**src/rtl/gpioAltPkg.sv**
```systemverilog
package gpioAltPkg;
  localparam int PIN_COUNT = 8;
  localparam int ADDR_W    = 3;
  localparam int CMP_BASE  = 4;
  localparam int CMP_COUNT = PIN_COUNT - CMP_BASE;

  localparam int PIN_SS   = 0;
  localparam int PIN_SCK  = 1;
  localparam int PIN_MOSI = 2;
  localparam int PIN_MISO = 3;

  localparam logic [ADDR_W-1:0] ADDR_DIR  = 3'd0;
  localparam logic [ADDR_W-1:0] ADDR_PORT = 3'd1;
  localparam logic [ADDR_W-1:0] ADDR_PIN  = 3'd2;
  localparam logic [ADDR_W-1:0] ADDR_MASK = 3'd3;

  typedef enum logic [1:0] {
    RD_DIR  = 2'd0,
    RD_PORT = 2'd1,
    RD_PIN  = 2'd2,
    RD_MASK = 2'd3
  } rdSel_e;

  typedef struct packed {
    logic   wrDir;
    logic   wrPort;
    logic   wrMask;
    logic   rdValid;
    rdSel_e rdSel;
  } portStrobes_t;
endpackage

```
**src/rtl/gpio_port_ctrl.sv**
```systemverilog
module gpio_port_ctrl
  import gpioAltPkg::*;
(
  input  logic              clk,
  input  logic              rstN,
  input  logic [ADDR_W-1:0] busAddr,
  input  logic              busWe,
  output portStrobes_t      strobes
);
  always_comb begin
    strobes = '0;
    strobes.rdSel = RD_DIR;
    case (busAddr)
      ADDR_DIR: begin
        strobes.rdValid = 1'b1;
        strobes.rdSel   = RD_DIR;
        strobes.wrDir   = busWe;
      end
      ADDR_PORT: begin
        strobes.rdValid = 1'b1;
        strobes.rdSel   = RD_PORT;
        strobes.wrPort  = busWe;
      end
      ADDR_PIN: begin
        strobes.rdValid = 1'b1;
        strobes.rdSel   = RD_PIN;
      end
      ADDR_MASK: begin
        strobes.rdValid = 1'b1;
        strobes.rdSel   = RD_MASK;
        strobes.wrMask  = busWe;
      end
      default: strobes.rdValid = 1'b0;
    endcase
  end


  pin_readonly_chk: assert property (@(posedge clk) disable iff (!rstN)
    (busWe && busAddr == ADDR_PIN) |-> !(strobes.wrDir || strobes.wrPort || strobes.wrMask));


  one_write_chk: assert property (@(posedge clk) disable iff (!rstN)
    $onehot0({strobes.wrDir, strobes.wrPort, strobes.wrMask}));
endmodule

```
**src/rtl/gpio_port_datapath.sv**
```systemverilog
module gpio_port_datapath
  import gpioAltPkg::*;
#(
  parameter int SYNC_STAGES = 2
) (
  input  logic                 clk,
  input  logic                 rstN,
  input  portStrobes_t         strobes,
  input  logic [PIN_COUNT-1:0] busWdata,
  output logic [PIN_COUNT-1:0] busRdata,
  input  logic                 pullUpDisable,
  input  logic                 pcGroupEn,
  input  logic                 inputsOff,
  input  logic                 spiEnable,
  input  logic                 spiMaster,
  input  logic                 spiMisoOut,
  input  logic                 spiMosiOut,
  input  logic                 spiSckOut,
  output logic                 spiMisoIn,
  output logic                 spiMosiIn,
  output logic                 spiSckIn,
  output logic                 spiSlaveSel,
  input  logic [CMP_COUNT-1:0] cmpEnable,
  input  logic [CMP_COUNT-1:0] cmpValue,
  input  logic [PIN_COUNT-1:0] padIn,
  output logic [PIN_COUNT-1:0] padOe,
  output logic [PIN_COUNT-1:0] padOut,
  output logic [PIN_COUNT-1:0] padPullUp,
  output logic [PIN_COUNT-1:0] pinChange
);
  localparam int LAST_STAGE = SYNC_STAGES - 1;

  logic [PIN_COUNT-1:0] dirReg, portReg, maskReg;
  logic [PIN_COUNT-1:0] syncQ [SYNC_STAGES];
  logic [PIN_COUNT-1:0] pinSync;

  logic [PIN_COUNT-1:0] puOvrEn, puOvrVal, dirOvrEn, dirOvrVal;
  logic [PIN_COUNT-1:0] outOvrEn, outOvrVal, dieOvrEn, dieOvrVal;
  logic [PIN_COUNT-1:0] dirEff, outEff, puEff, dieEff;

  logic spiMst, spiSlv;
  assign spiMst = spiEnable & spiMaster;
  assign spiSlv = spiEnable & ~spiMaster;

  // software registers
  always_ff @(posedge clk or negedge rstN) begin
    if (!rstN) begin
      dirReg  <= '0;
      portReg <= '0;
      maskReg <= '0;
    end else begin
      if (strobes.wrDir)  dirReg  <= busWdata;
      if (strobes.wrPort) portReg <= busWdata;
      if (strobes.wrMask) maskReg <= busWdata;
    end
  end

  // per-pin override sources
  for (genvar i = 0; i < PIN_COUNT; i++) begin : g_pin
    assign dieOvrEn[i]  = maskReg[i] & pcGroupEn;
    assign dieOvrVal[i] = 1'b1;

    if (i >= CMP_BASE) begin : g_cmp
      assign puOvrEn[i]   = 1'b0;
      assign puOvrVal[i]  = 1'b0;
      assign dirOvrEn[i]  = 1'b0;
      assign dirOvrVal[i] = 1'b0;
      assign outOvrEn[i]  = cmpEnable[i-CMP_BASE];
      assign outOvrVal[i] = cmpValue[i-CMP_BASE];
    end else if (i == PIN_MISO) begin : g_miso
      assign puOvrEn[i]   = spiMst;
      assign puOvrVal[i]  = portReg[i] & ~pullUpDisable;
      assign dirOvrEn[i]  = spiMst;
      assign dirOvrVal[i] = 1'b0;
      assign outOvrEn[i]  = spiSlv;
      assign outOvrVal[i] = spiMisoOut;
    end else begin : g_slvIn
      assign puOvrEn[i]   = spiSlv;
      assign puOvrVal[i]  = portReg[i] & ~pullUpDisable;
      assign dirOvrEn[i]  = spiSlv;
      assign dirOvrVal[i] = 1'b0;
      if (i == PIN_MOSI) begin : g_mosi
        assign outOvrEn[i]  = spiMst;
        assign outOvrVal[i] = spiMosiOut;
      end else if (i == PIN_SCK) begin : g_sck
        assign outOvrEn[i]  = spiMst;
        assign outOvrVal[i] = spiSckOut;
      end else begin : g_ss
        assign outOvrEn[i]  = 1'b0;
        assign outOvrVal[i] = 1'b0;
      end
    end

    assign dirEff[i] = dirOvrEn[i] ? dirOvrVal[i] : dirReg[i];
    assign outEff[i] = outOvrEn[i] ? outOvrVal[i] : portReg[i];
    assign puEff[i]  = puOvrEn[i]  ? puOvrVal[i]  : (portReg[i] & ~pullUpDisable);
    assign dieEff[i] = dieOvrEn[i] ? dieOvrVal[i] : ~inputsOff;
  end

  assign padOe     = dirEff;
  assign padOut    = outEff;
  assign padPullUp = ~dirEff & puEff;

  // input synchronizer
  always_ff @(posedge clk or negedge rstN) begin
    if (!rstN) begin
      for (int s = 0; s < SYNC_STAGES; s++) syncQ[s] <= '0;
    end else begin
      syncQ[0] <= padIn & dieEff;
      for (int s = 1; s < SYNC_STAGES; s++) syncQ[s] <= syncQ[s-1];
    end
  end
  assign pinSync = syncQ[LAST_STAGE];

  assign pinChange   = pinSync & maskReg & {PIN_COUNT{pcGroupEn}};
  assign spiMisoIn   = pinSync[PIN_MISO];
  assign spiMosiIn   = pinSync[PIN_MOSI];
  assign spiSckIn    = pinSync[PIN_SCK];
  assign spiSlaveSel = spiSlv & ~pinSync[PIN_SS];

  // bus read
  always_comb begin
    busRdata = '0;
    if (strobes.rdValid) begin
      case (strobes.rdSel)
        RD_DIR:  busRdata = dirReg;
        RD_PORT: busRdata = portReg;
        RD_PIN:  busRdata = pinSync;
        RD_MASK: busRdata = maskReg;
        default: busRdata = '0;
      endcase
    end
  end


  dir_write_chk: assert property (@(posedge clk) disable iff (!rstN)
    strobes.wrDir |=> dirReg == $past(busWdata));


  master_miso_in_chk: assert property (@(posedge clk) disable iff (!rstN)
    (spiEnable && spiMaster) |-> !padOe[PIN_MISO]);


  slave_inputs_chk: assert property (@(posedge clk) disable iff (!rstN)
    (spiEnable && !spiMaster) |-> (padOe[PIN_MISO-1:0] == '0));


  ss_value_chk: assert property (@(posedge clk) disable iff (!rstN)
    padOut[PIN_SS] == portReg[PIN_SS]);


  pin_change_gate_chk: assert property (@(posedge clk) disable iff (!rstN)
    (pinChange & ~(maskReg & {PIN_COUNT{pcGroupEn}})) == '0);

  for (genvar k = 0; k < CMP_COUNT; k++) begin : g_cmpChk

    cmp_drive_chk: assert property (@(posedge clk) disable iff (!rstN)
      cmpEnable[k] |-> (padOut[CMP_BASE+k] == cmpValue[k]));
  end
endmodule

```
**src/rtl/gpio_alt_port.sv**
```systemverilog
module gpio_alt_port
  import gpioAltPkg::*;
#(
  parameter int SYNC_STAGES = 2
) (
  input  logic       clk,
  input  logic       rstN,
  input  logic [2:0] busAddr,
  input  logic       busWe,
  input  logic [7:0] busWdata,
  output logic [7:0] busRdata,
  input  logic       pullUpDisable,
  input  logic       pcGroupEn,
  input  logic       inputsOff,
  input  logic       spiEnable,
  input  logic       spiMaster,
  input  logic       spiMisoOut,
  input  logic       spiMosiOut,
  input  logic       spiSckOut,
  output logic       spiMisoIn,
  output logic       spiMosiIn,
  output logic       spiSckIn,
  output logic       spiSlaveSel,
  input  logic [3:0] cmpEnable,
  input  logic [3:0] cmpValue,
  input  logic [7:0] padIn,
  output logic [7:0] padOe,
  output logic [7:0] padOut,
  output logic [7:0] padPullUp,
  output logic [7:0] pinChange
);
  portStrobes_t strobes;

  gpio_port_ctrl u_ctrl (
    .clk     (clk),
    .rstN    (rstN),
    .busAddr (busAddr),
    .busWe   (busWe),
    .strobes (strobes)
  );

  gpio_port_datapath #(.SYNC_STAGES(SYNC_STAGES)) u_dp (
    .clk           (clk),
    .rstN          (rstN),
    .strobes       (strobes),
    .busWdata      (busWdata),
    .busRdata      (busRdata),
    .pullUpDisable (pullUpDisable),
    .pcGroupEn     (pcGroupEn),
    .inputsOff     (inputsOff),
    .spiEnable     (spiEnable),
    .spiMaster     (spiMaster),
    .spiMisoOut    (spiMisoOut),
    .spiMosiOut    (spiMosiOut),
    .spiSckOut     (spiSckOut),
    .spiMisoIn     (spiMisoIn),
    .spiMosiIn     (spiMosiIn),
    .spiSckIn      (spiSckIn),
    .spiSlaveSel   (spiSlaveSel),
    .cmpEnable     (cmpEnable),
    .cmpValue      (cmpValue),
    .padIn         (padIn),
    .padOe         (padOe),
    .padOut        (padOut),
    .padPullUp     (padPullUp),
    .pinChange     (pinChange)
  );
endmodule

```
**config.mk**
```make
export PLATFORM = sky130hd
export DESIGN_NAME = gpio_alt_port
export DESIGN_NICKNAME = d
export VERILOG_FILES = /design/src/rtl/gpioAltPkg.sv /design/src/rtl/gpio_port_ctrl.sv /design/src/rtl/gpio_port_datapath.sv /design/src/rtl/gpio_alt_port.sv
export SDC_FILE = /design/constraint.sdc
export NUM_CORES = 1
export LEC_CHECK = 0
export ABC_AREA = 1
export BUFFER_PORTS_ARGS = -buffer_cell sky130_fd_sc_hd__buf_2
export CELL_PAD_IN_SITES_DETAIL_PLACEMENT = 1
export CELL_PAD_IN_SITES_GLOBAL_PLACEMENT = 1
export CORE_UTILIZATION = 38
export CTS_CLUSTER_DIAMETER = 120
export DETAILED_ROUTE_END_ITERATION = 12
export MAX_ROUTING_LAYER = met4
export PLACE_DENSITY_LB_ADDON = 0.1
export REMOVE_ABC_BUFFERS = 1
export SLEW_MARGIN = 25
export SYNTH_ARGS = -nofsm -noshare
export SYNTH_HDL_FRONTEND = slang
export SYNTH_SLANG_ARGS = --single-unit
```
**constraint.sdc**
```tcl
create_clock -name clk -period 1.8 [get_ports clk]
set_input_delay 0.27 -clock clk [delete_from_list [all_inputs] [get_ports clk]]
set_output_delay 0.27 -clock clk [all_outputs]
set_load 0.005 [all_outputs]
```
## Word level (Yosys, flattened, before mapping)

Cells that the tools add are included.

- Bits in registers: 40
- Bits in latches: 0
- Memory bits (writable): 0
- ROM bits: 0
- Input port bits: 38
- Output and inout port bits: 44
- Logic and storage cells: 68
- Memories kept: 0

- Add/subtract/negate cells: 0
- $mul: 0
- Div/mod/pow operators: 0
- $lt $le $gt $ge: 0
- Equality and inequality tests: 6
- Shifts and indexed selects: 0
- Multiplexer cells: 26
- Bitwise logic cells: 28
- Reduce and logical (&&, ||, !) cells: 3

Operators by type and width:

| cell | number |
|---|---|
| $and A8 B8 Y8 | 4 |
| $pmux W8 S4 | 1 |
| $mux W1 | 23 |
| $and A1 B1 Y1 | 19 |
| $mux W8 | 1 |
| $not A8 Y8 | 1 |
| $eq A3 B2 Y1 const B | 2 |
| $pmux W2 S3 | 1 |
| $eq A2 B2 Y1 const B | 2 |
| $not A1 Y1 | 4 |
| $reduce_or A4 Y1 | 1 |
| $eq A3 B1 Y1 const B | 1 |
| $logic_not A3 Y1 | 1 |
| $eq A2 B1 Y1 const B | 1 |
| $logic_not A2 Y1 | 1 |

## Longest topological paths before layout

Gate-level depths: netlist of the first run.

- Word-level depth: 5
- Gate-level depth with buffers: 7
- Mapped depth without buffers: 6

## By module

A second synthesis of the first run with hierarchy kept.

- Cells, all modules: 236
- Area, all modules: 2006.9 µm²

By module, submodules not included:

| module | instances | cells an instance | area each (µm²) | sequential area each (µm²) |
|---|---|---|---|---|
| gpio_port_datapath | 1 | 224 | 1958.1 | 1001.0 |
| gpio_port_ctrl | 1 | 12 | 48.8 | 0.0 |

## Worst setup path after synthesis of the first run

OpenSTA, ideal clock, no wires.

- Path kind: input to output
- Start: in busAddr[0]
- End: out busRdata[4]
- Arrival: 926 ps
- Data required time: 1530 ps
- Slack: 604 ps
- Cell stages on the path: 7
- Cells stage by stage: buf_4 -> nand2_2 -> nand2_2 -> buf_6 -> nand2_1 -> nor2_1 -> nor2_2

- Word-level cells in the longest chain between the ends: 5
- Elaborated cells between the ends (all ways): 13
- Those cells by class: eq/ne: 6; mux: 4; reduce/logical: 3

Ends and longest elaborated chain:

| what | line | text |
|---|---|---|
| from (decl) | gpio_alt_port.sv:8 | `input logic [2:0] busAddr,` |
| $eq A3 B2 Y1 / $eq A3 B1 Y1 (equally long branches) | gpio_port_ctrl.sv:13 | `case (busAddr)` |
| $pmux W2 S3 | gpio_port_ctrl.sv:13 |  |
| $eq A2 B2 Y1, or another cell as far along | gpio_port_datapath.sv:125 | `case (strobes.rdSel)` |
| $pmux W8 S4 | gpio_port_datapath.sv:125 |  |
| $mux W8 (*) | gpio_port_datapath.sv:124 | `if (strobes.rdValid) begin` |
| to (decl) | gpio_alt_port.sv:11 | `output logic [7:0] busRdata,` |

Mark *: on every way between the ends. The rest lies on a longest branch, timed or not.

## Worst setup path in the final report of the first run

- Start: in busAddr[1]
- End: out busRdata[4]

Same word-level chain as after synthesis.

==> results.sh, run 1 <==
export IMPL_gp_congestion=0.767
export IMPL_slew_violations=0
export IMPL_vias=1938
export IMPL_max_freq_ghz=0.655
export IMPL_rsz0062_at_grt="no"
export IMPL_hold_depth=2
export IMPL_r2r_start="u_dp.portReg[3]"
export IMPL_preCtsSetupSlack_ns=0.277
export IMPL_avgRoutedWirePerCell_um=13.7
export IMPL_cp_arrival_ns=1.26
export IMPL_setup_ws_ns=0.273
export IMPL_clock_root_buffer="clkbuf_8"
export IMPL_min_to="u_dp.syncQ[11]"
export IMPL_antennaDiodeCount=0
export IMPL_grt_pass1_vias=1959
export IMPL_syn_area_per_cell_um2=8.60
export IMPL_core_um2=5540
export IMPL_placementRows=27
export IMPL_yosysMostFrequentCell="nand2_1"
export IMPL_postCtsSetupRepairBufs=0
export IMPL_hold_start="padIn[3]"
export IMPL_dieHeight_um=78.1
export IMPL_port_buffers=81
export IMPL_totalWireLength_mm=5.57
export IMPL_clk_pin_slew_ns=0.07
export IMPL_worstSetupPathType="in -> out"
export IMPL_cts_max_level=2
export IMPL_antenna_found_initial=0
export IMPL_final_nets=371
export IMPL_synth_common_cells="51 x nand2_1, 40 x dfrtp_1, 27 x nor2_1"
export IMPL_yosysSeqAreaShare_pct=45.5
export IMPL_grt_start_max_net_pins=22
export IMPL_dieWidth_um=78.1
export IMPL_synth_top_area_share_pct=45.5
export IMPL_hold_class="in -> reg"
export IMPL_start_util_pct=39.7
export IMPL_yosysWarningCount=0
export IMPL_vias_per_cell=4.77
export IMPL_reg2reg_depth=2
export IMPL_worst_pin_slew_ns=0.493
export IMPL_path_cells="buf_2, nand2_2, nand2_2, nand2_1, nor2_1, nor2_2, buf_2"
export IMPL_synth_edf_count=0
export IMPL_ant_nets=0
export IMPL_dieArea_um2=6100
export IMPL_crit_path_end_kind="primary output"
export IMPL_design_portCount=82
export IMPL_ys_ff_latch=40
export IMPL_cts_buffers=5
export IMPL_cp_data_required_time_ns=1.53
export IMPL_rrSetupSlack_ns=1.09
export IMPL_r2r_end="u_dp.portReg[3]"
export IMPL_cp_start_kind="primary input"
export IMPL_grt_pass1_wl_mm=9.60
export IMPL_clock_sinks=40
export IMPL_drive_gt1_share_pct=42.2
export IMPL_drv_cap=0
export IMPL_fin_crit_sh_pct=84.8
export IMPL_synth_largest_area_cell="dfrtp_1"
export IMPL_synth_cell_types=25
export IMPL_drc=0
export IMPL_dp_hpwl_mm=4.34
export IMPL_cts_tree="done"
export IMPL_worstSkewPairLatency_ns=0.29
export IMPL_p_leak_uw=0.00146
export IMPL_cts_max_path_buffers=2
export IMPL_power_density_nw_per_um2=886
export IMPL_syn_area_um2=2200
export IMPL_drt_first_pass_iters=4
export IMPL_slowest_stage="nand2_2"
export IMPL_fillCellCount=712
export IMPL_skew_ns=0.00355
export IMPL_outcome="finished, final reports clean"
export IMPL_slew_limit_headroom_pct=67.2
export IMPL_area_delta_synth_final_pct=24.3
export IMPL_synth_area_top_cells="dfrtp_1 45%, o21ai_2 10%, nand2_1 8.7%, nor2_1 4.6%, inv_1 4.3%"
export IMPL_slowest_delay_ns=0.24
export IMPL_syn_inst=256
export IMPL_async_reset_ff_share_pct=100
export IMPL_drt_iter0_drc=55
export IMPL_period_needed_ns=1.53
export IMPL_setup_viol=0
export IMPL_overflow=0
export IMPL_crit_path_max_fanout=14
export IMPL_hold_viol=0
export IMPL_finalSetupTns_ns=0
export IMPL_ir_worst_vdd_mv=0.472
export IMPL_synthFlopType="dfrtp_1"
export IMPL_track_usage_pct=20.7
## repair_timing
action                                 4_1_cts  5_1_grt
endpoints found under the hold margin       19        0
hold buffers                                 1        0
resized for setup                            0        0
## worst max-delay path by stage
stage,startpoint,endpoint,slack (ns),depth (start not counted)
after floorplan,busAddr[2],busRdata[4],0.49,6
after global placement,busAddr[1],busRdata[5],0.32,7
after detailed placement,busAddr[1],busRdata[4],0.28,7
after CTS,busAddr[1],busRdata[4],0.27,7
after global routing,busAddr[1],busRdata[5],0.18,7
final,busAddr[1],busRdata[4],0.27,7
## where the power goes
| part | internal (µW) | switching (µW) |
|---|---|---|
| Sequential | 1030 | 121 |
| Clock | 411 | 309 |
| Combinational | 260 | 300 |
## critical path: cells and delay by family
family	cells	cell delay [ns]
buf+inv	2	0.35
simple gates	5	0.64
## stage by stage
stage / std cells / utilization, % / cell area [µm²] / power [µW] / hold WS [ns]
finish: 406 / 49.4 / 2740 / 2430 / 0.214
global route: 406 / 49.4 / 2740 / 2590 / 0.197
CTS: 406 / 49.4 / 2740 / 2460 / 0.209
detailed placement: 397 / 47.3 / 2620 / 1730 / 0.259
global placement: 397 / 47.3 / 2620 / 1710 / 0.264
floorplan: 239 / - / 2070 / 1450 / -0.0256
## layout by cell type, fill, tap and decap left out
| cell | count |
|---|---|
| bufinv_16 | 1 |
| dfrtp_1 | 40 |
| nor2_4 | 1 |
| and2_1 | 1 |
| nand3_4 | 2 |
| buf_12 | 1 |
| nor3_1 | 4 |
| o21ai_1 | 6 |
| clkbuf_1 | 1 |
| nand2_1 | 51 |
| o21ai_0 | 4 |
| mux2_2 | 2 |
| nand3_1 | 5 |
| nor3b_1 | 4 |
| inv_1 | 25 |
| buf_4 | 4 |
| inv_2 | 4 |
| o21ai_2 | 26 |
| clkinv_2 | 1 |
| nand3_2 | 1 |
| dlygate4sd3_1 | 1 |
| a21oi_1 | 2 |
| a21boi_0 | 8 |
| nor2_2 | 3 |
| nand4_1 | 14 |
| buf_2 | 81 |
| nand2_2 | 9 |
| clkbuf_8 | 5 |
| nor2_1 | 27 |
## routing by layer
metal	GRT usage, %	share of wire (%)	routed length (µm)
met1	28.4	50	2800
met5	-	0	0
met4	4.44	0.57	32
met3	4.07	4.9	272
met2	31.8	44	2460
## layout make-up
class                   instances  area (µm²)  area share, %
flip-flops and latches         40        1000           36.6
repair buffers                 87         465           17.0
clock inverters                 2        35.0           1.28
multi-input cells             170         963           35.2
well taps                      72        90.1           3.29
inverters                      29         109           3.98
clock buffers                   6        72.6           2.65
## state kept, by name, indices dropped and copies added (netlist names)
signal and flops:
u_dp.dirReg 8, u_dp.maskReg 8, u_dp.pinSync 8, u_dp.portReg 8, u_dp.syncQ 8
## kinds of logic after synthesis
family / share of synthesized area, %
AO/OA/AOI/OAI: 15.8
buffers and inverters: 10.8
flip-flops: 45.5
multiplexers: 1.02
AND/OR/NAND/NOR: 26.9
Note: power is estimated with default switching activity, not from simulation.
==> inputs of run 2 (changes only) <==
- CORE_UTILIZATION: 38 -> 32
- clock period: 1.8 -> 1.3 ns (I/O delays scaled with it)
==> run 2 against run 1 <==
  * The run now ends with DRC, setup timing left
  * Via count is 7.9% higher
  * Die area increased by 18%
  * Total power is 47% higher
  * Clock-buffer cell count unchanged
  * Sequential power up 37%
  * Design area is 13% higher
  * Cell count rose by 7.6%
  * Clock skew fell by 0.0015 ns
  * Utilization down 1.7 points
  * Register-to-register slack got worse by 0.69 ns
  * Critical path type is now reg -> out
==> results.sh, run 2 (synthesis results as in run 1) <==
export IMPL_drt_iter0_drc=74
export IMPL_max_freq_ghz=0.741
export IMPL_fin_crit_sh_pct=104
export IMPL_core_um2=6490
export IMPL_gp_congestion=0.783
export IMPL_cp_arrival_ns=1.15
export IMPL_antenna_found_initial=0
export IMPL_design_portCount=82
export IMPL_drv_cap=0
export IMPL_slew_limit_headroom_pct=73.6
export IMPL_preCtsSetupSlack_ns=-0.0183
export IMPL_port_buffers=81
export IMPL_fillCellCount=795
export IMPL_post_layout_total_power_uw=3560
export IMPL_final_common_cell="buf_2"
export IMPL_grt_pass1_wl_mm=10.2
export IMPL_clock_root_buffer="clkbuf_8"
export IMPL_cp_data_required_time_ns=1.11
export IMPL_overflow=0
export IMPL_period_needed_ns=1.35
export IMPL_skew_ns=0.00203
export IMPL_ant_nets=0
export IMPL_worstSetupPathType="reg -> out"
export IMPL_final_cell_mix="79 x buf_2, 46 x nand2_1, 38 x dfrtp_1, 26 x o21ai_2, 24 x inv_1"
export IMPL_antennaDiodeCount=0
export IMPL_totalWireLength_mm=6.15
export IMPL_seq_area_um2=1000
export IMPL_place_area_um2=2700
export IMPL_worst_pin_slew_ns=0.394
export IMPL_dieHeight_um=85.0
export IMPL_start_util_pct=33.9
export IMPL_drt_first_pass_iters=13
export IMPL_cts_tree="done"
export IMPL_violations="DRC, setup timing"
export IMPL_crit_path_max_fanout=2
export IMPL_setup_ws_ns=-0.0487
export IMPL_grt_start_max_net_pins=41
export IMPL_cts_buffers=5
export IMPL_clk_pin_slew_ns=0.08
export IMPL_cp_start_kind="flip-flop"
export IMPL_outcome="complete, but fails checks"
export IMPL_p_leak_uw=0.00164
export IMPL_avgRoutedWirePerCell_um=14.1
export IMPL_hold_class="in -> reg"
export IMPL_area_delta_synth_final_pct=40.7
export IMPL_cts_max_level=2
export IMPL_crit_path_end_kind="primary output"
export IMPL_dieWidth_um=85.0
export IMPL_track_usage_pct=18.5
export IMPL_rsz0062_at_grt="yes"
export IMPL_vias=2092
export IMPL_power_density_nw_per_um2=1150
export IMPL_clock_sinks=40
export IMPL_final_nets=397
export IMPL_cts_max_path_buffers=2
export IMPL_dp_hpwl_mm=4.60
export IMPL_final_cell_area_um2=3100
export IMPL_placementRows=29
export IMPL_ir_worst_vdd_mv=0.474
export IMPL_drive_gt1_share_pct=53.9
export IMPL_grt_pass1_vias=2047
export IMPL_drc=9
export IMPL_worstSkewPairLatency_ns=0.29
export IMPL_setup_viol=12
export IMPL_vias_per_cell=4.79
export IMPL_hold_viol=0
export IMPL_multi_input_area_um2=1070
export IMPL_slew_violations=0
export IMPL_dieArea_um2=7220
[run 2: changes by cell type in the layout (fill, tap and decap cells not counted), moves of 4 or more]
cell,before,now
buf_4,4,23
nor3_1,4,0
nor3_2,0,4
nand2_1,51,46
nor2_2,3,11
nor2_1,27,18
buf_6,0,6
[run 2: power by group]
part / switching [µW] / internal [µW] / leakage [µW]
Sequential: 161 / 1420 / 0.000503
Clock: 462 / 430 / 0.0000434
Combinational: 519 / 568 / 0.00109
[run 2: final cells by class]
type	count	area share [%]
Clock buffer	6	2.66
Clock inverter	2	0.484
Inverter	29	3.51
Multi-Input combinational cell	170	34.4
Sequential cell	40	32.4
Tap cell	77	3.11
Timing Repair Buffer	113	23.4
[run 2: repair_timing]
action	in CTS	in global routing
endpoints found under the setup margin	14	25
hold endpoints to repair	40	0
gates resized for setup	7	32
buffers inserted	10	11
hold buffers	1	0
pin swaps	6	15
[run 2: final timing paths]
check | startpoint | end | slack, ns | depth (start not counted)
worst min register to register | u_dp.syncQ[8] | u_dp.pinSync[0] | 0.35 | 0
worst max-delay path | u_dp.dirReg[3] | padPullUp[3] | -0.05 | 3
worst max register to register | u_dp.maskReg[7] | u_dp.syncQ[15] | 0.40 | 4
min in group asynchronous | rstN | u_dp.syncQ[9] | 0.39 | 3
max in group asynchronous | rstN | u_dp.portReg[2] | 0.71 | 3
worst min-delay path | padIn[6] | u_dp.syncQ[14] | 0.13 | 2
[run 2: routing by layer]
metal	GRT usage, %	wire length (µm)	vias to the layer above
li1	-	-	1036
met1	24.8	2910	988
met2	29.0	2860	63
met3	3.31	320	5
met4	5.08	61	0
met5	-	0	-
[run 2: per-stage QoR]
stage,hold slack (ns),TNS [ns],utilization (%),instances
final,0.129,-0.377,47.7,437
after global routing,0.126,-1.38,47.7,437
after CTS,0.125,-0.572,44.8,426
after detailed placement,0.185,-0.0313,41.6,407
after global placement,0.180,-0.00874,41.6,407
after floorplan,-0.101,0,-,239
[run 2: critical path, cell delays in order, from the launching register on]
cell and delay (ns):
dfrtp_1 0.39, and2_4 0.17, nor3b_2 0.16, buf_2 0.14
